===== src/rtl/mdio_pkg.sv =====
// Package: field positions of the control word, frame geometry and the
// command record shared by the register, the frame engine and the top.
// Assumes a 64-bit management frame (32-bit preamble included).
package mdio_pkg;

    localparam int unsigned WORD_W      = 32;
    localparam int unsigned DATA_W      = 16;
    localparam int unsigned ADDR_W      = 5;
    localparam int unsigned PREAMBLE_W  = 32;
    localparam int unsigned FRAME_BITS  = PREAMBLE_W + 4 + 2 * ADDR_W + 2 + DATA_W;
    localparam int unsigned TA_FIRST    = FRAME_BITS - DATA_W - 2;
    localparam int unsigned DATA_FIRST  = FRAME_BITS - DATA_W;

    localparam int unsigned BIT_BUSY    = 31;
    localparam int unsigned BIT_EN      = 30;
    localparam int unsigned BIT_RD      = 27;
    localparam int unsigned PHY_LSB     = 21;
    localparam int unsigned REG_LSB     = 16;

    // Bits that a write may set; reserved bits always read 0.
    localparam logic [WORD_W-1:0] WRITABLE =
        (WORD_W'(1) << BIT_BUSY) | (WORD_W'(1) << BIT_EN) |
        (WORD_W'(1) << BIT_RD)   | (WORD_W'({ADDR_W{1'b1}}) << PHY_LSB) |
        (WORD_W'({ADDR_W{1'b1}}) << REG_LSB) | WORD_W'({DATA_W{1'b1}});

    typedef struct packed {
        logic              rd;
        logic [ADDR_W-1:0] phy;
        logic [ADDR_W-1:0] regn;
        logic [DATA_W-1:0] data;
    } mdio_cmd_t;

    // Assemble the full serial frame, first bit in the MSB.
    function automatic logic [FRAME_BITS-1:0] mdio_frame(input mdio_cmd_t c);
        logic [1:0] opc;
        opc = c.rd ? 2'b10 : 2'b01;
        return {{PREAMBLE_W{1'b1}}, 2'b01, opc, c.phy, c.regn, 2'b10,
                c.rd ? {DATA_W{1'b0}} : c.data};
    endfunction

endpackage


===== src/rtl/mdio_clkgen.sv =====
// Module: management clock divider.
// Produces MDC at HALF_CYCLES system clocks per phase while run is high,
// holding MDC low otherwise. rise_stb / fall_stb are high in the system
// cycle whose closing edge moves MDC high / low.
// Assumes run rises together with the start of a frame.
module mdio_clkgen #(
    parameter int unsigned HALF_CYCLES = 4
) (
    input  logic clk,
    input  logic rst_n,
    input  logic run,
    output logic mdc,
    output logic rise_stb,
    output logic fall_stb
);
    localparam int unsigned CW = (HALF_CYCLES > 1) ? $clog2(HALF_CYCLES) : 1;

    logic [CW-1:0] phase_cnt;
    logic          wrap;

    assign wrap     = run && (phase_cnt == CW'(HALF_CYCLES - 1));
    assign rise_stb = wrap && !mdc;
    assign fall_stb = wrap &&  mdc;

    // Phase counter and MDC toggle; both parked at zero when idle.
    always_ff @(posedge clk) begin
        if (!rst_n || !run) begin
            phase_cnt <= '0;
            mdc       <= 1'b0;
        end else if (wrap) begin
            phase_cnt <= '0;
            mdc       <= ~mdc;
        end else begin
            phase_cnt <= phase_cnt + CW'(1);
        end
    end
endmodule


===== src/rtl/mdio_frame_engine.sv =====
// Module: serial frame engine.
// Loads the whole frame on start, shifts it MSB first at each MDC falling
// edge, releases the line from the first turnaround bit of a read and
// gathers the 16 reply bits at rising edges. done pulses in the cycle that
// ends the last bit. Assumes start is only given while inactive.
module mdio_frame_engine
    import mdio_pkg::*;
(
    input  logic              clk,
    input  logic              rst_n,
    input  logic              start,
    input  mdio_cmd_t         cmd,
    input  logic              rise_stb,
    input  logic              fall_stb,
    input  logic              mdio_i,
    output logic              active,
    output logic              done,
    output logic              mdio_o,
    output logic              mdio_oe,
    output logic [DATA_W-1:0] rd_value
);
    localparam int unsigned IW = $clog2(FRAME_BITS);

    logic [FRAME_BITS-1:0] shreg;
    logic [IW-1:0]         bit_idx;
    logic                  is_rd;
    logic                  last_bit;

    assign last_bit = (bit_idx == IW'(FRAME_BITS - 1));
    assign done     = active && fall_stb && last_bit;
    assign mdio_o   = shreg[FRAME_BITS-1];
    assign mdio_oe  = active && !(is_rd && (bit_idx >= IW'(TA_FIRST)));

    // Frame sequencing: load, shift on falling edges, stop after last bit.
    always_ff @(posedge clk) begin
        if (!rst_n) begin
            active  <= 1'b0;
            shreg   <= '0;
            bit_idx <= '0;
            is_rd   <= 1'b0;
        end else if (start && !active) begin
            active  <= 1'b1;
            shreg   <= mdio_frame(cmd);
            bit_idx <= '0;
            is_rd   <= cmd.rd;
        end else if (active && fall_stb) begin
            if (last_bit) begin
                active <= 1'b0;
            end else begin
                bit_idx <= bit_idx + IW'(1);
                shreg   <= {shreg[FRAME_BITS-2:0], 1'b0};
            end
        end
    end

    // Reply capture: sample the line at rising edges of the data bits.
    always_ff @(posedge clk) begin
        if (!rst_n) begin
            rd_value <= '0;
        end else if (active && rise_stb && is_rd && (bit_idx >= IW'(DATA_FIRST))) begin
            rd_value <= {rd_value[DATA_W-2:0], mdio_i};
        end
    end
endmodule


===== src/rtl/mdio_ctl_reg.sv =====
// Module: control word.
// Accepts a software write only while busy is clear, decides whether it
// starts a frame, and on completion clears busy and, for reads, returns the
// captured data in the low half. Assumes done only arrives while busy.
module mdio_ctl_reg
    import mdio_pkg::*;
#(
    parameter int unsigned NUM_PHYS = 5
) (
    input  logic              clk,
    input  logic              rst_n,
    input  logic              wr_en,
    input  logic [WORD_W-1:0] wr_data,
    input  logic              done,
    input  logic [DATA_W-1:0] rd_value,
    output logic [WORD_W-1:0] word,
    output logic              start,
    output mdio_cmd_t         cmd
);
    logic accept;
    logic phy_ok;

    assign accept = wr_en && !word[BIT_BUSY];
    assign phy_ok = int'(wr_data[PHY_LSB +: ADDR_W]) < int'(NUM_PHYS);
    assign start  = accept && wr_data[BIT_BUSY] && wr_data[BIT_EN] && phy_ok;

    // Command record handed to the frame engine together with start.
    always_comb begin
        cmd.rd   = wr_data[BIT_RD];
        cmd.phy  = wr_data[PHY_LSB +: ADDR_W];
        cmd.regn = wr_data[REG_LSB +: ADDR_W];
        cmd.data = wr_data[DATA_W-1:0];
    end

    // Word storage: software load when idle, completion update when done.
    always_ff @(posedge clk) begin
        if (!rst_n) begin
            word <= '0;
        end else if (accept) begin
            word           <= wr_data & WRITABLE;
            word[BIT_BUSY] <= start;
        end else if (done) begin
            word[BIT_BUSY] <= 1'b0;
            if (word[BIT_RD]) begin
                word[DATA_W-1:0] <= rd_value;
            end
        end
    end
endmodule


===== src/rtl/mdio_master.sv =====
// Module: polled management-bus master (top).
// Joins the control word, the clock divider and the frame engine. Software
// writes one command word, polls busy, and reads back the result.
// Assumes the data line is resolved outside from mdio_o / mdio_oe.
module mdio_master
    import mdio_pkg::*;
#(
    parameter int unsigned MDC_HALF_CYCLES = 5,
    parameter int unsigned NUM_PHYS        = 5
) (
    input  logic        clk,
    input  logic        rst_n,
    input  logic        ctl_wr,
    input  logic [31:0] ctl_wdata,
    output logic [31:0] ctl_rdata,
    output logic        busy,
    output logic        mdc,
    output logic        mdio_o,
    output logic        mdio_oe,
    input  logic        mdio_i
);
    logic              start;
    logic              active;
    logic              done;
    logic              rise_stb;
    logic              fall_stb;
    logic [DATA_W-1:0] rd_value;
    mdio_cmd_t         cmd;
    logic [WORD_W-1:0] word;

    assign ctl_rdata = word;
    assign busy      = word[BIT_BUSY];

    mdio_ctl_reg #(
        .NUM_PHYS (NUM_PHYS)
    ) u_reg (
        .clk      (clk),
        .rst_n    (rst_n),
        .wr_en    (ctl_wr),
        .wr_data  (ctl_wdata),
        .done     (done),
        .rd_value (rd_value),
        .word     (word),
        .start    (start),
        .cmd      (cmd)
    );

    mdio_clkgen #(
        .HALF_CYCLES (MDC_HALF_CYCLES)
    ) u_clk (
        .clk      (clk),
        .rst_n    (rst_n),
        .run      (active),
        .mdc      (mdc),
        .rise_stb (rise_stb),
        .fall_stb (fall_stb)
    );

    mdio_frame_engine u_eng (
        .clk      (clk),
        .rst_n    (rst_n),
        .start    (start),
        .cmd      (cmd),
        .rise_stb (rise_stb),
        .fall_stb (fall_stb),
        .mdio_i   (mdio_i),
        .active   (active),
        .done     (done),
        .mdio_o   (mdio_o),
        .mdio_oe  (mdio_oe),
        .rd_value (rd_value)
    );
endmodule


===== config.mk =====
export PLATFORM = sky130hd
export DESIGN_NAME = mdio_master
export DESIGN_NICKNAME = d
export VERILOG_FILES = /design/src/rtl/mdio_pkg.sv /design/src/rtl/mdio_clkgen.sv /design/src/rtl/mdio_frame_engine.sv /design/src/rtl/mdio_ctl_reg.sv /design/src/rtl/mdio_master.sv
export SDC_FILE = /design/constraint.sdc
export NUM_CORES = 1
export LEC_CHECK = 0
export BUFFER_PORTS_ARGS = -buffer_cell sky130_fd_sc_hd__buf_2
export CELL_PAD_IN_SITES_DETAIL_PLACEMENT = 0
export CELL_PAD_IN_SITES_GLOBAL_PLACEMENT = 2
export CORE_MARGIN = 5
export CORE_UTILIZATION = 38
export CTS_BUF_LIST = sky130_fd_sc_hd__clkbuf_8
export DETAILED_ROUTE_END_ITERATION = 10
export HOLD_SLACK_MARGIN = 0.08
export PLACE_DENSITY = 0.85
export RECOVER_POWER = 100
export SLEW_MARGIN = 15
export SYNTH_ARGS = -nofsm -noshare
export SYNTH_HDL_FRONTEND = slang
export SYNTH_SLANG_ARGS = --single-unit

===== constraint.sdc =====
create_clock -name clk -period 4.04 [get_ports clk]
set_input_delay 0.404 -clock clk [delete_from_list [all_inputs] [get_ports clk]]
set_output_delay 0.404 -clock clk [all_outputs]
set_load 0.005 [all_outputs]

==> impl_results.md, run 1 <==
* Final-report hold violation count at 0
* Max Clock Skew at 13.4 ps
* Worst-Skew Late Latency at 430 ps
* CTS H-Tree Depth at 4
* Pins Over Slew Limit at 20
* Failing checks: capacitance limit, slew limit
* Die span in y at 126 µm
* Status: finished with violations
* Total power at 2.50 mW
* RR Endpoint: u_eng.bit_idx[1]
* Share of total power in the clock network at 45.1%
* Share of cells above drive strength 1 at 11.8%
* # rows at 42
* R2r setup slk at 1320 ps
* Synth warn at 0
* Clk slew on worst S/H paths at 70 ps
* Initial Utilization at 38.8%
* Post-CTS sizing at 0
* Clock root cell: clkbuf_8
* Max-Cap Viols at 1
* Worst reg2reg path depth at 7
* NetSw at 559 µW
* Crit path time final at 2720 ps
* Critical Path Start Type: flop
* Final critical-path share of the clock period at 67.4%
* ANT nets after route at 0
* Worst EP arrival at 3050 ps
* Ports at 72
* Largest net degree at the start of global routing at 83
* Cell variety after synth at 47
* Register area share after synthesis at 47.0%
* Int Pwr at 1.94 mW
* Slew @ Worst Pin at 1530 ps
* Synth-to-layout area growth at 13.5%
* Port Buffers at 65
* Synth top area cells: dfxtp_1, nand2_1, a21boi_0
* Sw Ratio at 22.3%
* Routed WL per cell at 14.5 µm
* Via count at 4352
* Diode count at 0
* Die width at 126 µm
* Worst EP required at 4370 ps
* Final wirelength at 12.2 mm
* EDFF count, synth at 0
* Initial DRC Count at 352
* Crit Path Max Fanout at 63
* Comb power frac at 5.6%
* Post-synthesis cell area at 0.00515 mm²
* Headroom to the max-slew limit at -1.92%
* Clock tree sinks at 121
* Nets at 690
* CP endpoint: u_eng.bit_idx[1]
* FILL cells at 1390
* First-pass GRT wire length at 20.2 mm
* FMAX at 368 MHz
* Placed cells at 807
* Multi-input logic area at 0.00242 mm²
* Setup TNS at 0 ps
* DRT Pass-1 Iters at 4
* Avg Inst Size Synth at 8.42 µm²
* Core area at 0.0133 mm²
* RSZ-0062 raised after global routing: no
* Antenna violations before repair at 0
* Dpl hpwl at 7.51 mm
* # hold bufs at CTS at 0
* Setup CP Type: reg2reg
* Critical path capture point type: flop
* Synth Register Bits at 121
* Pwr dens at 427 mW/mm²
* Cells after Synth at 612
* # setup viols final at 0
* Register share of total power at 49.3%
* Worst R2R Start: u_clk.phase_cnt[0]
* Hold Path Class: in2reg
* Post-CTS setup repair buffer count at 0
* Final Non-Filler Cells at 839
* Synth top area share at 47.0%
* Clk buf depth at 2
* Worst vdd ir at 0.305 mV
* Worst Setup SP: u_clk.phase_cnt[0]
* Leakage at 2.31 nW
* Register area at 0.00242 mm²
* CTS tree: done
* Cell taking the most area after synthesis: dfxtp_1
* Total gr overflow at 0
* Vias per cell at 5.19
* Top_reg_cell synth: dfxtp_1
* DRC viols at 0
* TritonCTS Buffers at 17
* GP Congestion at 0.778
* Post-synth ARST share at 0%
* Total track usage at 15.4%
* Number of global-route vias before repair at 4078
* Die area at 0.0160 mm²
synthesized netlist by cell type (2+ instances only):
master and n:
nor2_1 7, inv_1 8, clkbuf_1 19, xor2_1 3, ha_1 4, o31ai_1 15
buf_1 2, a21boi_0 63, o211ai_1 4, nand2b_1 2, o211a_1 16, nor3_1 3
buf_4 9, buf_2 23, o21ai_0 18, and4_1 4, nand4_1 10, dfxtp_1 121
a21boi_1 3, a21oi_1 56, o22ai_1 2, buf_6 2, and3_1 2, nand2_1 153
nand3_1 41
how the worst min path moves through the flow:
stage	start	end	slack (ps)	depth (start not counted)
after floorplan	u_clk.phase_cnt[0]	u_clk.phase_cnt[0]	430	1
after global placement	u_eng.shreg[28]	u_eng.shreg[29]	440	2
after detailed placement	u_eng.shreg[30]	u_eng.shreg[31]	450	2
after CTS	ctl_wdata[19]	u_eng.shreg[21]	190	3
after global routing	ctl_wdata[18]	u_eng.shreg[20]	200	3
final	ctl_wdata[19]	u_eng.shreg[21]	220	3
routing by layer:
| metal | track usage [%] | routed length (µm) | share of wire (%) |
|---|---|---|---|
| met5 | 0 | 0 | 0 |
| met2 | 24.3 | 5530 | 45 |
| met4 | 4.73 | 119 | 0.98 |
| met3 | 5.13 | 552 | 4.5 |
| met1 | 19.9 | 5960 | 49 |
cells in the final DEF (no fill, tap or decap), types with 4 or more instances in the layout:
| cell | count |
|---|---|
| clkbuf_8 | 21 |
| a21oi_1 | 56 |
| clkbuf_1 | 27 |
| buf_2 | 36 |
| nand4_1 | 11 |
| a21boi_0 | 65 |
| nor2_1 | 7 |
| buf_4 | 5 |
| o31ai_1 | 15 |
| o211a_1 | 16 |
| nand3_1 | 42 |
| dfxtp_1 | 121 |
| ha_1 | 4 |
| inv_1 | 12 |
| o21ai_0 | 18 |
| nand2_1 | 153 |
| o211ai_1 | 4 |
registers in the layout (all words and copies together), names as in the netlist:
name             flops
u_eng.shreg         64
u_reg.word          29
u_eng.rd_value      16
u_eng.bit_idx        6
u_clk.phase_cnt      3
u_clk.mdc            1
u_eng.active         1
u_eng.is_rd          1
per-stage QoR:
step           hold WS (ps)  setup WS, ps  utilization (%)  cell area [µm²]
2_1_floorplan           427          2420                -             5160
3_3_place_gp            436          1630             41.3             5490
3_5_place_dp            447          1560             41.3             5490
4_1_cts                 185          1550             44.4             5910
5_1_grt                 197          1010             44.0             5850
6_report                219          1320             44.0             5850
worst max-delay path: stages (launching register included):
cell and delay, ps:
dfxtp_1 330, inv_1 60, ha_1 230, nand4_1 370, a31oi_4 260, clkbuf_2 1000
nor2_1 80, a211oi_1 260
layout make-up:
type | instances | share of cell area [%]
Multi-Input combinational cell | 430 | 41.4
Sequential cell | 121 | 41.4
Timing Repair Buffer | 72 | 5.75
Clock buffer | 21 | 4.94
Tap cell | 176 | 3.76
Clock inverter | 11 | 2.20
Inverter | 8 | 0.513
cells by family after synthesis:
kind of cell    after synthesis  synth area share [%]
simple gates                235                  20.6
xor+xnor                      4                 0.680
buf+inv                      63                  6.09
fa+ha+maj                     4                 0.971
compound gates              184                  24.6
other cells                   1                0.0728
flops                       121                  47.0
power groups by stage:
stage / Sequential (mW) / Combinational (mW) / Clock [mW]
6_report: 1.23 / 0.139 / 1.13
2_1_floorplan: 1.26 / 0.0851 / 0
3_3_place_gp: 1.26 / 0.143 / 0
4_1_cts: 1.23 / 0.145 / 1.16
3_5_place_dp: 1.26 / 0.145 / 0
5_1_grt: 1.24 / 0.156 / 1.22
Note: power is estimated with default switching activity, not from simulation.
==> inputs of run 2 (changes only) <==
- CORE_UTILIZATION: 38 -> 35
- PLACE_DENSITY: 0.85 -> 0.79
- clock period: 4.04 -> 2.8 ns (I/O delays scaled with it)
==> run 2 against run 1 <==
  * The flow now finishes without violations
  * Total power grew 39%
  * Die area up 7.9%
  * Register-to-register slack worse by 830 ps
  * First-iteration DRC count is 13% lower
  * Via count is 0.97% higher
  * Largest power group unchanged
  * Non-clock buffer count up 11
  * Design area increased by 1.6%
  * Flip-flop and latch count unchanged
  * Count of clock-buffer cells in the layout down 2
  * Critical path depth is 1 lower
==> impl_results.md, run 2 (synthesized netlist as in run 1, its figures left out) <==
* Worst R2R Start: u_eng.bit_idx[0] (was u_clk.phase_cnt[0])
* Number of global-route vias before repair at 4378 (was 4078)
* Setup TNS at 0 ps (unchanged)
* TritonCTS Buffers at 17 (unchanged)
* Worst EP required at 3160 ps (was 4370 ps)
* Crit Path Max Fanout at 31 (was 63)
* Largest net degree at the start of global routing at 64 (was 83)
* Worst path cell trace: ha_1, nand3_1, o21ai_4, buf_4, nand2_1, o211ai_1 (was inv_1, ha_1, nand4_1, a31oi_4, clkbuf_2, nor2_1, a211oi_1)
* Total power at 3.47 mW (was 2.50 mW)
* CP max-delay cell: o21ai_4 (was clkbuf_2)
* Largest register FFs at 64 (unchanged)
* Critical Path Start Type: flop (unchanged)
* Worst vdd ir at 0.261 mV (was 0.305 mV)
* Vias per cell at 5.13 (was 5.19)
* Die area at 0.0173 mm² (was 0.0160 mm²)
* Hold Startpoint: ctl_wdata[23] (was ctl_wdata[19])
* CTS H-Tree Depth at 4 (unchanged)
* Commonest non-fill, non-tap cell in the layout: nand2_1 (unchanged)
* Slew @ Worst Pin at 1420 ps (was 1530 ps)
* Leakage at 2.36 nW (was 2.31 nW)
* Pwr dens at 584 mW/mm² (was 427 mW/mm²)
* Initial DRC Count at 305 (was 352)
* Via count at 4394 (was 4352)
* Post-CTS sizing at 0 (unchanged)
* Pins Over Slew Limit at 0 (was 20)
* Post-CTS setup repair buffer count at 0 (unchanged)
* Placed cell areas at 0.00555 mm² (was 0.00549 mm²)
* Antenna violations before repair at 1 (was 0)
* CTS tree: done (unchanged)
* Initial Utilization at 35.6% (was 38.8%)
* Hold Path Class: in2reg (unchanged)
* Worst-Skew Late Latency at 440 ps (was 430 ps)
* Critical path capture point type: flop (unchanged)
* Core area at 0.0145 mm² (was 0.0133 mm²)
* Setup CP Type: reg2reg (unchanged)
* CP bufs+invs at 1 (was 2)
* DRC viols at 0 (unchanged)
* # setup viols final at 0 (unchanged)
* Fin area at 0.00594 mm² (was 0.00585 mm²)
* Clk buf depth at 2 (unchanged)
* Diode count at 0 (unchanged)
* Nets at 701 (was 690)
* Port Buffers at 65 (unchanged)
* # rows at 44 (was 42)
* Worst EP arrival at 2680 ps (was 3050 ps)
* GP Congestion at 0.826 (was 0.778)
* Dpl hpwl at 7.86 mm (was 7.51 mm)
* Die width at 131 µm (was 126 µm)
* Crit path time final at 2310 ps (was 2720 ps)
* Clk slew on worst S/H paths at 70 ps (about the same)
* Die span in y at 131 µm (was 126 µm)
* Status: complete, no violations (was finished with violations)
* RSZ-0062 raised after global routing: no (unchanged)
* Routed WL per cell at 14.5 µm (about the same)
* Clock tree sinks at 121 (unchanged)
* FMAX at 432 MHz (was 368 MHz)
* First-pass GRT wire length at 21.1 mm (was 20.2 mm)
* Ports at 72 (unchanged)
* DRT Pass-1 Iters at 4 (unchanged)
* Most frequent cells in the layout: nand2_1, dfxtp_1, a21boi_0, a21oi_1, buf_2 (was nand2_1, dfxtp_1, a21boi_0, a21oi_1, nand3_1)
* Crit-path max cell delay at 720 ps (was 1000 ps)
* Final wirelength at 12.4 mm (was 12.2 mm)
* Final critical-path share of the clock period at 82.6% (was 67.4%)
* Synth-to-layout area growth at 15.3% (was 13.5%)
* Max-Cap Viols at 0 (was 1)
* Top flop regs: u_eng.shreg (64), u_reg.word (29), u_eng.rd_value (16) (unchanged)
* ANT nets after route at 0 (unchanged)
* Largest reg by FF count: u_eng.shreg (unchanged)
* Worst Setup SP: u_eng.bit_idx[0] (was u_clk.phase_cnt[0])
* Max Clock Skew at 8.48 ps (was 13.4 ps)
* Clock root cell: clkbuf_8 (unchanged)
* Total gr overflow at 0 (unchanged)
* # hold bufs at CTS at 8 (was 0)
* Final-report hold violation count at 0 (unchanged)
* Share of cells above drive strength 1 at 12.9% (was 11.8%)
* Headroom to the max-slew limit at 5.34% (was -1.92%)
* Cell family with most CP delay: compound AO/OA/AOI/OAI gates (was buffers and inverters)
* Total track usage at 14.7% (was 15.4%)
## run 2: routing by layer
metal | global-route usage, % | share of wire [%] | vias up | wire length (µm)
met5 | 0 | 0.056 | - | 7
met4 | 6.06 | 2.1 | 2 | 257
met3 | 4.78 | 4.7 | 27 | 588
met2 | 23.8 | 48 | 92 | 5910
met1 | 18.1 | 46 | 2067 | 5650
li1 | - | - | 2206 | -
## run 2: power by group
| part | leakage, nW | switching (mW) | internal (mW) |
|---|---|---|---|
| clock | 0.193 | 0.670 | 0.811 |
| sequential | 0.981 | 0.0205 | 1.76 |
| combinational | 1.18 | 0.120 | 0.0906 |
| total | 2.36 | 0.810 | 2.66 |
## run 2: metrics by stage
| step | utilization [%] | worst slack [ps] | instances | hold WS, ps |
|---|---|---|---|---|
| 6_report | 41.0 | 486 | 856 | 112 |
| 5_1_grt | 41.0 | 261 | 856 | 86.3 |
| 4_1_cts | 41.4 | 567 | 856 | 82.0 |
| 3_5_place_dp | 38.3 | 598 | 818 | 447 |
| 3_3_place_gp | 38.3 | 607 | 818 | 439 |
| 2_1_floorplan | - | 1180 | 614 | 418 |
## run 2: path summary, 6_finish.rpt
path | endpoint | slack [ps] | cells after the start
min reg2reg | u_eng.shreg[29] | 450 | 2
max | u_eng.shreg[25] | 490 | 6
max reg2reg | u_eng.shreg[25] | 490 | 6
min | u_reg.word[23] | 110 | 3
## run 2: final cells by class
type,instances,area (µm²)
clock inverters,11,109
fillers,1541,8540
clock buffers,19,262
inverters,8,30.0
well taps,184,230
flip-flops and latches,121,2420
multi-input cells,430,2420
repair buffers,83,465
## run 2: tightest hold or removal path: cells and delay by family
kind	cells	cell delay, ps
AO/OA/AOI/OAI	1	60
AND/OR/NAND/NOR	1	50
buffers and inverters	1	110
==> inputs of run 3 (changes only) <==
- clock period: 2.8 -> 2.2 ns (I/O delays scaled with it)
==> run 3 against run 2 <==
  * Wire length up 2.9%
  * Design area grew 5.1%
  * Clock power grew 30%
  * Via count up 2.5%
  * Die area unchanged
  * Utilization rose by 2.1 points
  * Global-route usage up 0.30 points
  * Largest cell class is now registers
  * Largest power group unchanged
==> impl_results.md, run 3 (synthesized netlist as in run 1, its figures left out) <==
* Crit Path Max Fanout at 22 (was 31)
* Largest register FFs at 64 (unchanged)
* Dpl hpwl at 7.93 mm (was 7.86 mm)
* Worst Setup SP: u_eng.bit_idx[1] (was u_eng.bit_idx[0])
* Slew @ Worst Pin at 725 ps (was 1420 ps)
* Sw Ratio at 23.3% (about the same)
* Die span in y at 131 µm (unchanged)
* Crit path time final at 1980 ps (was 2310 ps)
* Register share of total power at 50.3% (was 51.3%)
* Diode count at 0 (unchanged)
* Max Clock Skew at 13.4 ps (was 8.48 ps)
* Routed WL per cell at 14.4 µm (was 14.5 µm)
* Share of cells above drive strength 1 at 13.2% (was 12.9%)
* Worst setup slack after layout at 216 ps (was 486 ps)
* Setup slack after placement at 253 ps (was 598 ps)
* Initial Utilization at 35.6% (unchanged)
* Leakage at 2.48 nW (was 2.36 nW)
* Share of total power in the clock network at 43.0% (was 42.6%)
* Commonest non-fill, non-tap cell in the layout: nand2_1 (unchanged)
* Worst EP arrival at 2330 ps (was 2680 ps)
* CTS H-Tree Depth at 4 (unchanged)
* TritonCTS Buffers at 17 (unchanged)
* Nets at 730 (was 701)
* Hold Startpoint: ctl_wr (was ctl_wdata[23])
* Largest net degree at the start of global routing at 61 (was 64)
* Met3 usage in global routing at 4.40% (was 4.78%)
* Pwr dens at 721 mW/mm² (was 584 mW/mm²)
* Via count at 4505 (was 4394)
* Hold Path Class: in2reg (unchanged)
* # setup viols final at 0 (unchanged)
* Comb power frac at 6.7% (was 6.1%)
* Worst EP required at 2550 ps (was 3160 ps)
* Worst-Skew Late Latency at 440 ps (about the same)
* DRT Pass-1 Iters at 4 (unchanged)
* Final critical-path share of the clock period at 90.2% (was 82.6%)
* Most Crowded Layer GR: met2 (unchanged)
* Critical Path Start Type: flop (unchanged)
* Vias per cell at 5.08 (was 5.13)
* Antenna violations before repair at 0 (was 1)
* Synth-to-layout area growth at 21.2% (was 15.3%)
* Total gr overflow at 0 (unchanged)
* DRC viols at 0 (unchanged)
* Setup TNS at 0 ps (unchanged)
* Critical path capture point type: flop (unchanged)
* Post-CTS setup repair buffer count at 0 (unchanged)
* Clk buf depth at 2 (unchanged)
* # rows at 44 (unchanged)
* Pins Over Slew Limit at 0 (unchanged)
* Max-Cap Viols at 0 (unchanged)
* FMAX at 504 MHz (was 432 MHz)
* Status: complete, no violations (unchanged)
* Clock root cell: clkbuf_8 (unchanged)
* Met2 Use GR at 24.7% (was 23.8%)
* Largest reg by FF count: u_eng.shreg (unchanged)
* Initial DRC Count at 273 (was 305)
* Core area at 0.0145 mm² (unchanged)
* Clock tree sinks at 121 (unchanged)
* Top flop regs: u_eng.shreg (64), u_reg.word (29), u_eng.rd_value (16) (unchanged)
* Ports at 72 (unchanged)
* Int Pwr at 3.45 mW (was 2.66 mW)
* Number of global-route vias before repair at 4508 (was 4378)
* Most frequent cells in the layout: nand2_1, dfxtp_1, a21boi_0, a21oi_1, nand3_1 (was nand2_1, dfxtp_1, a21boi_0, a21oi_1, buf_2)
* Met1 GRT Util at 18.8% (was 18.1%)
* Worst vdd ir at 0.318 mV (was 0.261 mV)
* Setup CP Type: reg2reg (unchanged)
* RSZ-0062 raised after global routing: no (unchanged)
* Worst R2R Start: u_eng.bit_idx[1] (was u_eng.bit_idx[0])
* GP Congestion at 0.785 (was 0.826)
* Port Buffers at 65 (unchanged)
* Die width at 131 µm (unchanged)
* First-pass GRT wire length at 21.9 mm (was 21.1 mm)
* Total track usage at 15.0% (was 14.7%)
* Die area at 0.0173 mm² (unchanged)
* Headroom to the max-slew limit at 51.7% (was 5.34%)
* Final-report hold violation count at 0 (unchanged)
* ANT nets after route at 0 (unchanged)
* Final wirelength at 12.8 mm (was 12.4 mm)
* NetSw at 1.05 mW (was 810 µW)
* Clk slew on worst S/H paths at 70 ps (about the same)
* CTS tree: done (unchanged)
## run 3: critical path, stage by stage, from the launching register on
cell and delay (ps):
dfxtp_1 390, ha_1 200, nand3_1 150, o21ai_4 570, buf_4 320, a21oi_1 80
a21boi_0 190
## run 3: power groups by stage
| stage | combinational, mW | clock, mW | sequential, mW |
|---|---|---|---|
| 3_5_place_dp | 0.274 | 0 | 2.32 |
| 5_1_grt | 0.337 | 2.10 | 2.27 |
| 3_3_place_gp | 0.270 | 0 | 2.31 |
| 6_report | 0.302 | 1.93 | 2.27 |
| 4_1_cts | 0.316 | 1.99 | 2.27 |
| 2_1_floorplan | 0.156 | 0 | 2.31 |
## run 3: path summary, 6_finish.rpt
check	cells after the start	slack [ps]	endpoint
max	6	220	u_eng.shreg[62]
min	4	230	u_reg.word[30]
max reg2reg	6	220	u_eng.shreg[62]
min reg2reg	1	450	u_clk.phase_cnt[0]
## run 3: per-stage QoR
| stage | hold WS, ps | cell area [µm²] | power, mW | instances | util [%] |
|---|---|---|---|---|---|
| 6_report | 231 | 6250 | 4.50 | 886 | 43.2 |
| 5_1_grt | 219 | 6250 | 4.71 | 886 | 43.2 |
| 4_1_cts | 238 | 6310 | 4.57 | 886 | 43.6 |
| 3_5_place_dp | 444 | 5620 | 2.59 | 825 | 38.8 |
| 3_3_place_gp | 439 | 5620 | 2.58 | 825 | 38.8 |
| 2_1_floorplan | 358 | 5160 | 2.47 | 614 | - |
## run 3: layout make-up
cell class	instances	area, µm²
inverter	8	30.0
fill	1502	8230
tap	184	230
multi-input combinational	430	2420
clock buffer	20	275
clock inverter	11	108
timing repair buffer	112	766
sequential	121	2420
## run 3: routing by layer
metal	wire, µm	vias to the layer above
met2	6010	86
met4	210	0
met3	522	15
li1	-	2272
met5	0	-
met1	6020	2132
## run 3: timing repair
item | CTS | global route
hold buffers | 30 | 0
endpoints found under the hold margin | 39 | 0
resized for setup | 0 | 0
